<file path="src/rtl/gpt_pkg.sv">
package gpt_pkg;
  localparam int BUS_W    = 16;
  localparam int REG_CTRL = 0;
  localparam int REG_CFG  = 1;
  localparam int REG_IEN  = 2;
  localparam int REG_FLAG = 3;
  localparam int REG_CNT  = 4;
  localparam int REG_ACC  = 5;
  localparam int REG_CH0  = 8;
  localparam int CTRL_RUN_BIT  = 7;
  localparam int CTRL_FAST_BIT = 4;

  // Byte-lane merge for partial writes.
  function automatic logic [BUS_W-1:0] lane_merge(input logic [BUS_W-1:0] old_v,
                                                  input logic [BUS_W-1:0] new_v,
                                                  input logic [1:0] be);
    logic [BUS_W-1:0] r;
    r[7:0]  = be[0] ? new_v[7:0]  : old_v[7:0];
    r[15:8] = be[1] ? new_v[15:8] : old_v[15:8];
    return r;
  endfunction
endpackage

</file>
<file path="src/rtl/gpt_prescale.sv">
module gpt_prescale #(
  parameter int PN_W = 3
) (
  input  logic            clk,
  input  logic            rst_n,
  input  logic            run,
  input  logic [PN_W-1:0] n_sel,
  input  logic            resync,
  output logic            tick
);
  localparam int PW = (1 << PN_W) - 1;

  logic [PW-1:0] pre_q;
  logic [PW-1:0] mask;
  logic          hold_q;

  always_comb begin
    for (int i = 0; i < PW; i++) mask[i] = (i < int'(n_sel));
  end

  assign tick = run && !hold_q && ((pre_q & mask) == mask);

  // A counter write restarts the divider and swallows one tick slot.
  always_ff @(posedge clk or negedge rst_n) begin
    if (!rst_n) begin
      pre_q  <= '0;
      hold_q <= 1'b0;
    end else if (resync) begin
      pre_q  <= '0;
      hold_q <= 1'b1;
    end else if (run) begin
      if (hold_q) hold_q <= 1'b0;
      else        pre_q  <= pre_q + 1'b1;
    end
  end
endmodule

</file>
<file path="src/rtl/gpt_channel.sv">
module gpt_channel import gpt_pkg::*; (
  input  logic             clk,
  input  logic             rst_n,
  input  logic             run,
  input  logic             mode_cmp,
  input  logic             cap_in,
  input  logic [BUS_W-1:0] cnt_q,
  input  logic             step,
  input  logic [BUS_W-1:0] cnt_nxt,
  input  logic             wr_en,
  input  logic [1:0]       be,
  input  logic [BUS_W-1:0] wdata,
  output logic             set_evt,
  output logic [BUS_W-1:0] val_q,
  output logic             pin_q
);
  logic prev_q;
  logic rise;

  assign rise    = cap_in && !prev_q;
  assign set_evt = run && (mode_cmp ? (step && (cnt_nxt == val_q)) : rise);

  always_ff @(posedge clk or negedge rst_n) begin
    if (!rst_n) begin
      prev_q <= 1'b0;
      val_q  <= '0;
      pin_q  <= 1'b0;
    end else begin
      prev_q <= cap_in;
      if (!mode_cmp && set_evt) val_q <= cnt_q;
      else if (wr_en)           val_q <= lane_merge(val_q, wdata, be);
      if (mode_cmp && set_evt)  pin_q <= !pin_q;
    end
  end
endmodule

</file>
<file path="src/rtl/gpt_timer.sv">
module gpt_timer import gpt_pkg::*; #(
  parameter int NCH  = 4,
  parameter int AW   = 4,
  parameter int PN_W = 3
) (
  input  logic             clk,
  input  logic             rst_n,
  input  logic             test_mode,
  input  logic [AW-1:0]    bus_addr,
  input  logic             bus_wr,
  input  logic             bus_rd,
  input  logic [1:0]       bus_be,
  input  logic [BUS_W-1:0] bus_wdata,
  output logic [BUS_W-1:0] bus_rdata,
  input  logic [NCH-1:0]   cap_in,
  input  logic             acc_in,
  output logic [NCH-1:0]   cmp_out,
  output logic [NCH-1:0]   irq_ch,
  output logic             irq_ovf,
  output logic             irq_acc
);
  localparam int NFLG  = NCH + 3;
  localparam int F_TOF = NCH;
  localparam int F_AOV = NCH + 1;
  localparam int F_AEV = NCH + 2;
  localparam logic [AW-1:0] A_CTRL = AW'(REG_CTRL);
  localparam logic [AW-1:0] A_CFG  = AW'(REG_CFG);
  localparam logic [AW-1:0] A_IEN  = AW'(REG_IEN);
  localparam logic [AW-1:0] A_FLAG = AW'(REG_FLAG);
  localparam logic [AW-1:0] A_CNT  = AW'(REG_CNT);
  localparam logic [AW-1:0] A_ACC  = AW'(REG_ACC);

  logic             en_q, fast_q, acc_prev_q;
  logic [PN_W-1:0]  n_q;
  logic [NCH-1:0]   mode_q, ch_set, ch_hit;
  logic [NFLG-1:0]  ien_q, flag_q, flag_set, flag_clr;
  logic [BUS_W-1:0] cnt_q, cnt_nxt, acc_q;
  logic [BUS_W-1:0] ch_val [NCH];
  logic             tick, cnt_wr, cnt_touch, acc_touch, acc_rise;

  assign cnt_wr    = bus_wr && test_mode && (bus_addr == A_CNT);
  assign cnt_touch = (bus_rd || bus_wr) && (bus_addr == A_CNT);
  assign acc_touch = (bus_rd || bus_wr) && (bus_addr == A_ACC);
  assign cnt_nxt   = cnt_q + 1'b1;
  assign acc_rise  = en_q && acc_in && !acc_prev_q;

  gpt_prescale #(.PN_W(PN_W)) u_pre (
    .clk(clk), .rst_n(rst_n), .run(en_q), .n_sel(n_q), .resync(cnt_wr), .tick(tick)
  );

  for (genvar g = 0; g < NCH; g++) begin : g_ch
    assign ch_hit[g] = (bus_addr == AW'(REG_CH0 + g));
    gpt_channel u_ch (
      .clk(clk), .rst_n(rst_n), .run(en_q), .mode_cmp(mode_q[g]), .cap_in(cap_in[g]),
      .cnt_q(cnt_q), .step(tick), .cnt_nxt(cnt_nxt),
      .wr_en(bus_wr && ch_hit[g]), .be(bus_be), .wdata(bus_wdata),
      .set_evt(ch_set[g]), .val_q(ch_val[g]), .pin_q(cmp_out[g])
    );
  end

  // Control, config, enables, counter and accumulator storage.
  always_ff @(posedge clk or negedge rst_n) begin
    if (!rst_n) begin
      en_q       <= 1'b0;
      fast_q     <= 1'b0;
      n_q        <= '0;
      mode_q     <= '0;
      ien_q      <= '0;
      cnt_q      <= '0;
      acc_q      <= '0;
      acc_prev_q <= 1'b0;
    end else begin
      acc_prev_q <= acc_in;
      if (bus_wr && bus_addr == A_CTRL && bus_be[0]) begin
        en_q   <= bus_wdata[CTRL_RUN_BIT];
        fast_q <= bus_wdata[CTRL_FAST_BIT];
      end
      if (bus_wr && bus_addr == A_CFG && bus_be[0]) n_q    <= bus_wdata[PN_W-1:0];
      if (bus_wr && bus_addr == A_CFG && bus_be[1]) mode_q <= bus_wdata[8 +: NCH];
      if (bus_wr && bus_addr == A_IEN && bus_be[0]) ien_q  <= bus_wdata[NFLG-1:0];
      if (cnt_wr)    cnt_q <= lane_merge(cnt_q, bus_wdata, bus_be);
      else if (tick) cnt_q <= cnt_nxt;
      if (bus_wr && bus_addr == A_ACC) acc_q <= lane_merge(acc_q, bus_wdata, bus_be);
      else if (acc_rise)               acc_q <= acc_q + 1'b1;
    end
  end

  // Flag events and the two clearing schemes.
  always_comb begin
    flag_set             = '0;
    flag_set[NCH-1:0]    = ch_set;
    flag_set[F_TOF]      = tick && (&cnt_q);
    flag_set[F_AOV]      = acc_rise && (&acc_q);
    flag_set[F_AEV]      = acc_rise;
    flag_clr             = '0;
    if (fast_q) begin
      for (int i = 0; i < NCH; i++)
        flag_clr[i] = ch_hit[i] && ((bus_rd && !mode_q[i]) || (bus_wr && mode_q[i]));
      flag_clr[F_TOF] = cnt_touch;
      flag_clr[F_AOV] = acc_touch;
      flag_clr[F_AEV] = acc_touch;
    end else if (bus_wr && bus_addr == A_FLAG && bus_be[0]) begin
      flag_clr = bus_wdata[NFLG-1:0];
    end
  end

  always_ff @(posedge clk or negedge rst_n) begin
    if (!rst_n) flag_q <= '0;
    else        flag_q <= (flag_q & ~flag_clr) | flag_set;
  end

  always_comb begin
    bus_rdata = '0;
    case (bus_addr)
      A_CTRL: begin
        bus_rdata[CTRL_RUN_BIT]  = en_q;
        bus_rdata[CTRL_FAST_BIT] = fast_q;
      end
      A_CFG: begin
        bus_rdata[PN_W-1:0] = n_q;
        bus_rdata[8 +: NCH] = mode_q;
      end
      A_IEN:  bus_rdata[NFLG-1:0] = ien_q;
      A_FLAG: bus_rdata[NFLG-1:0] = flag_q;
      A_CNT:  bus_rdata = cnt_q;
      A_ACC:  bus_rdata = acc_q;
      default: begin
        for (int i = 0; i < NCH; i++)
          if (bus_addr == AW'(REG_CH0 + i)) bus_rdata = ch_val[i];
      end
    endcase
  end

  assign irq_ch  = flag_q[NCH-1:0] & ien_q[NCH-1:0];
  assign irq_ovf = flag_q[F_TOF] & ien_q[F_TOF];
  assign irq_acc = |(flag_q[F_AEV:F_AOV] & ien_q[F_AEV:F_AOV]);
endmodule

</file>
<file path="config.mk">
export PLATFORM = sky130hd
export DESIGN_NAME = gpt_timer
export DESIGN_NICKNAME = d
export VERILOG_FILES = /design/src/rtl/gpt_pkg.sv /design/src/rtl/gpt_prescale.sv /design/src/rtl/gpt_channel.sv /design/src/rtl/gpt_timer.sv
export SDC_FILE = /design/constraint.sdc
export NUM_CORES = 1
export LEC_CHECK = 0
export ABC_AREA = 0
export BUFFER_PORTS_ARGS = -buffer_cell sky130_fd_sc_hd__clkbuf_2
export CAP_MARGIN = 10
export CORE_MARGIN = 2
export CORE_UTILIZATION = 48
export DETAILED_ROUTE_END_ITERATION = 6
export PLACE_DENSITY = 0.72
export SLEW_MARGIN = 20
export SYNTH_ARGS = -nofsm -noshare
export SYNTH_HDL_FRONTEND = slang
export SYNTH_SLANG_ARGS = --single-unit
</file>
<file path="constraint.sdc">
create_clock -name clk -period 2.2 [get_ports clk]
set_input_delay 0.33 -clock clk [delete_from_list [all_inputs] [get_ports clk]]
set_output_delay 0.33 -clock clk [all_outputs]
set_load 0.05 [all_outputs]
</file>
Yosys cells after proc, flatten, opt, wreduce, memory -nomap -nowiden. Index checks and enable logic that the tools add are counted. Widths: inputs -> output; s select.

Add/subtract/negate cells: 3. Order comparisons: 7. Equality and inequality tests: 19. Multiplexer cells: 36. Bitwise operators: 7. Reductions and logical operators: 111.

Operators by type and width (number): $mux 16 (16); $eq 16x16->1 (4); $logic_and 1x1->1 (56); $mux 7 (5); $add 16x1->16 const B (2); $reduce_and 16->1 (2); $reduce_bool 2->1 (15); $reduce_and 2->1 (13); $pmux 3 s6 (1); $eq 4x4->1 const B (4); $mux 8 (2); $pmux 4 s4 (1); $and 7x7->7 (2); $logic_not 1->1 (14); $pmux 4 s3 (1); $ne 2x2->1 const B (5); $pmux 2 s5 (1); $lt 3x3->1 const A (3); $eq 4x2->1 const B (2); $eq 4x3->1 const B (2); $add 7x1->7 const B (1); $eq 7x7->1 (1); $not 7->7 (1); $or 7x7->7 (1); 15 further kinds (28).

Flip-flop bits (word level): 136. Input port bits: 32. Output and inout port bits: 26. Logic and storage cells: 212.

Depth between registers and ports, before layout.
Word-level depth: 10. Depth in mapped cells: 10.

Hierarchy. A second synthesis with hierarchy kept.

Cells, all modules: 922. Area, all modules: 8834.7 um^2.

Modules (own cells, without submodules): gpt_timer (times used 1, cells an instance 473, area each 4381.7 um^2); gpt_channel (times used 4, cells an instance 101, area each 1007.2 um^2); gpt_prescale (times used 1, cells an instance 45, area each 424.2 um^2).

Worst setup path after synthesis. No wires, ideal clock.

Path type: input-to-output. Start point: in bus_addr[3]. End point: out bus_rdata[4]. Data arrival time: 2.609 ns. Path slack: -0.739 ns. Stages: 7. Cells stage by stage: clkbuf_1 > nand2b_1 > clkbuf_1 > nor2_1 > clkbuf_1 > a22oi_1 > a31oi_1.

Word-level cells in the longest chain between the ends: 6. Elaborated cells between the ends (all ways): 15. Classes of those cells: 9 x eq/ne; 5 x mux; 1 x reduce/logical.

RTL lines: from (decl) (RTL line gpt_timer.sv:9) `input logic [AW-1:0] bus_addr,`; $eq 4x4->1 (RTL line gpt_timer.sv:129) `if (bus_addr == AW'(REG_CH0 + i)) bus_rdata = ch_val[i];`; $mux 16 (4 in series) (RTL line gpt_timer.sv:129); $pmux 1 s6 (*) (RTL line gpt_timer.sv:114) `case (bus_addr)`; to (decl) (RTL line gpt_timer.sv:14) `output logic [BUS_W-1:0] bus_rdata,`.

Every way passes the cells marked *; elsewhere a longest branch is shown, timed or not.

Worst setup path in the final report.
Start point: reg cnt_q[0]. End point: reg g_ch[1].u_ch.pin_q.

Word-level cells in the longest chain between the ends: 6.

RTL lines: from (decl) (RTL line gpt_timer.sv:37) `logic [BUS_W-1:0] cnt_q, cnt_nxt, acc_q;`; from (signal assigned) (RTL line gpt_timer.sv:81) `if (cnt_wr) cnt_q <= lane_merge(cnt_q, bus_wdata, bus_be);`; from (signal assigned) (RTL line gpt_timer.sv:82) `else if (tick) cnt_q <= cnt_nxt;`; $add 16x1->16 (RTL line gpt_timer.sv:44) `assign cnt_nxt = cnt_q + 1'b1;`; $eq 16x16->1 (RTL line gpt_channel.sv:21) `assign set_evt = run && (mode_cmp ? (step && (cnt_nxt == val_q)) : rise);`; $logic_and 1x1->1 (RTL line gpt_channel.sv:21); $mux 1 (RTL line gpt_channel.sv:21); $logic_and 1x1->1 (RTL line gpt_channel.sv:21); $logic_and 1x1->1 (RTL line gpt_channel.sv:32) `if (mode_cmp && set_evt) pin_q <= !pin_q;`; to (signal assigned) (RTL line gpt_channel.sv:32); to (decl) (RTL line gpt_channel.sv:15) `output logic pin_q`.

No other way between the ends. A chain may end at the register's enable or synchronous reset.

==> impl_metrics.tcl <==
set metrics [dict create \
    power.total_mw 13.2 \
    die_h_um 144 \
    fillers 1566 \
    grtUsageTotal_pct 34.7 \
    path_class "register to register" \
    arrival_ns 2.78 \
    ys_seq_elements 136 \
    cts_root_buffer "clkbuf_16" \
    drive_gt1_share_pct 34.1 \
    p_int_mw 7.76 \
    post-place-cells 1483 \
    cpMaxStageDelayCell "a2111o_1" \
    combinationalPowerShare_pct 44.0 \
    ys_async_sr_fraction_pct 100 \
    cp_slowest_stage_delay_ns 0.45 \
    ant_nets 0 \
    synth_area_um2 9470 \
    io_buffers 57 \
    cts_made_buffers 17 \
    ir_drop_mv 0.931 \
    grt_max_degree 77 \
    fin_ws_ns -0.227 \
    synth_area_leader_cell "dfrtp_1" \
    postPlaceCellArea_um2 11600 \
    rsz0062_at_grt "true" \
    synth_cell_types 79 \
    leakagePower_nw 5.31 \
    ys_warn_count 0 \
    synth_edf_count 0 \
    stdcell_area_um2 12900 \
    synth_top_area_share_pct 35.9 \
    dp_hpwl_mm 26.2 \
    grt_pass1_vias 9309 \
    start_kind "register" \
    outcome "finished, violations left" \
    drc 7 \
    seq_power_share_pct 33.8 \
    synthTopCellsByArea "dfrtp_1 (36%), mux2i_1 (8.3%), o21ai_0 (4.3%)" \
    nets 1312 \
    slew_violations 0 \
    drt_wl_total_mm 35.8 \
    die_w_um 144 \
    antenna_found_initial 1 \
    syn_area_per_cell_um2 8.88 \
    dr.pass1.iters 7 \
    fin_crit_sh_pct 110 \
    cap_violations 0 \
    slew-limit-headroom_pct 43.1 \
    gp_congestion 0.997 \
    vias 9840 \
    path_clk_slew_ns 0.07 \
    synthFlopType "dfrtp_1" \
    clk_latency_ns 0.44 \
    antenna_cells 0 \
    synthToLayoutAreaGrowth_pct 36.1 \
    worst_ep_required_time_ns 2.56 \
    first_iter_violations 1121 \
    min_period_ns 2.43 \
    setup_viol 14 \
    h-tree-depth 4 \
    endpoint_kind "register" \
    tightest_slew_ns 0.844 \
    cts.sinks 136 \
    core_area_um2 19400 \
    p_per_area_nw_per_um2 1030 \
    switchingPower_mw 5.48 \
    viasPerCell 6.33 \
    critPathTopFamily "compound AO/OA/AOI/OAI gates" \
    synth_cells 1067 \
    worstPathCellList "ha_4 > buf_4 > and3_4 > xnor2_4 > xor2_2 > o2111ai_2 > a2111o_1 > nor4_4 > xor2_1" \
    finClkSkew_ns 0.0129 \
    violations "DRC, setup timing" \
    ys_seq_area_share_pct 35.9 \
    critical_path_buf_inv_count 1 \
    grt_remaining_overflow 0 \
    io_pins 58 \
    layout.cells.non_filler 1555 \
    cts_tree "built" \
    num_rows 51 \
    critical_path.max_fanout 3 \
    clock_path_buffers 2 \
    drt-wirelength-per-cell_um 23.0 \
    pwr-share-clk_pct 22.2 \
    final_hold_viol_count 0 \
    hp-class "input pin to register" \
    syn-num-nets 1102 \
    max_freq_mhz 412 \
    die_area_um2 20900 \
    start_util_pct 48.8 \
    swShare_pct 41.4 \
    grt_pass1_wl_mm 53.9 \
]
==> final cells by class <==
| cell class | instances | area, µm² | share of cell area, % |
|---|---|---|---|
| flip-flops and latches | 136 | 3410 | 26.5 |
| multi-input cells | 827 | 6060 | 47.0 |
| clock buffers | 19 | 443 | 3.44 |
| clock inverters | 13 | 144 | 1.12 |
| repair buffers | 285 | 2460 | 19.1 |
| well taps | 265 | 332 | 2.57 |
| inverters | 10 | 37.5 | 0.291 |
==> power groups by stage <==
stage,Combinational (mW),Clock (mW),Sequential [mW]
after global routing,6.21,3.06,4.55
after CTS,5.35,2.95,4.40
after detailed placement,5.16,0,4.42
after floorplan,3.23,0,3.98
after global placement,5.04,0,4.39
final,5.83,2.94,4.48
==> logic make-up after synthesis <==
| family | count (synthesis) | synth area share [%] |
|---|---|---|
| simple gates | 356 | 20.3 |
| compound gates | 290 | 19.9 |
| flops | 136 | 35.9 |
| buf+inv | 104 | 4.85 |
| mux | 102 | 11.1 |
| xor+xnor | 76 | 7.61 |
| fa+ha+maj | 3 | 0.396 |
==> synthesized netlist by cell type (4+ instances only) <==
cell / number
xor2_1: 26
nor2b_1: 14
a22oi_1: 26
inv_1: 10
nand3b_1: 4
mux2_2: 23
nor2_1: 97
or3_1: 4
a222oi_1: 15
o211ai_1: 4
o21ai_0: 82
a31oi_1: 12
o21ai_1: 4
buf_1: 13
a32oi_1: 8
and3_1: 17
dfrtp_1: 136
a21oi_1: 75
nand3_1: 39
xnor3_1: 4
nor3_1: 22
and2_1: 10
buf_2: 9
o2111ai_1: 4
a31o_2: 5
nand2b_1: 9
o221ai_1: 5
a311oi_1: 5
xnor2_1: 46
a221oi_1: 4
clkbuf_1: 58
mux2i_1: 79
o22ai_1: 6
and4_1: 6
nand2_1: 82
nand4_1: 17
buf_4: 11
nor4_1: 8
==> registers in the layout (all words and copies together), names as in the netlist, 3 cells and up <==
| signal | cells |
|---|---|
| mode_q | 4 |
| acc_q | 16 |
| n_q | 3 |
| g_ch.u_ch.pin_q | 4 |
| g_ch.u_ch.val_q | 64 |
| g_ch.u_ch.prev_q | 4 |
| cnt_q | 16 |
| ien_q | 7 |
| u_pre.pre_q | 7 |
| flag_q | 7 |
==> repair_timing <==
item / 4_1_cts / 5_1_grt
hold endpoints to repair: 71 / 0
setup endpoints to repair: 26 / 29
pin swaps: 25 / 34
setup buffers: 18 / 22
gates resized for setup: 40 / 49
hold buffers: 1 / 0
==> metrics by stage <==
| stage | setup WS (ns) | setup TNS [ns] | util [%] | hold slack, ns |
|---|---|---|---|---|
| 6_report | -0.227 | -1.71 | 66.5 | 0.00750 |
| 5_1_grt | -0.321 | -2.82 | 66.5 | 0.00520 |
| 4_1_cts | -0.205 | -1.64 | 64.4 | 0.00815 |
| 3_5_place_dp | -0.297 | -2.88 | 59.7 | 0.136 |
| 3_3_place_gp | -0.254 | -2.19 | 59.7 | 0.134 |
| 2_1_floorplan | -0.142 | -0.410 | - | 0.0344 |
==> routing by layer <==
| layer | GRT usage, % | share of wire [%] | vias up |
|---|---|---|---|
| met5 | 0 | 0.036 | - |
| met4 | 17.8 | 5.4 | 2 |
| met3 | 7.32 | 8.7 | 137 |
| met2 | 54.5 | 45 | 581 |
| met1 | 45.4 | 40 | 4765 |
| li1 | - | - | 4355 |
==> cells in the final DEF, fill, tap and decap left out, types with 15 or more instances in the layout <==
cell type	synthesis	final
buf_4	11	198
dfrtp_1	136	127
nor2_1	97	89
nand2_1	82	81
mux2i_1	79	78
o21ai_0	82	77
a21oi_1	75	71
xnor2_1	46	42
clkbuf_2	1	38
nand3_1	39	32
buf_12	0	26
a22oi_1	26	24
xor2_1	26	24
mux2_2	23	23
nor3_1	22	20
buf_6	2	18
nand4_1	17	17
clkbuf_16	0	17
a222oi_1	15	15
==> path summary, 6_finish.rpt <==
path	start	end	slack, ns	cells after the start
worst max-delay path	cnt_q[0]	g_ch[1].u_ch.pin_q	-0.23	9
worst max register to register	cnt_q[0]	g_ch[1].u_ch.pin_q	-0.23	9
min in group asynchronous	rst_n	acc_q[10]	0.25	2
worst min register to register	g_ch[3].u_ch.pin_q	g_ch[3].u_ch.pin_q	0.51	1
max in group asynchronous	rst_n	cnt_q[2]	1.29	3
worst min-delay path	cap_in[2]	g_ch[2].u_ch.prev_q	0.008	1
Power figures use the tool's default switching activity.
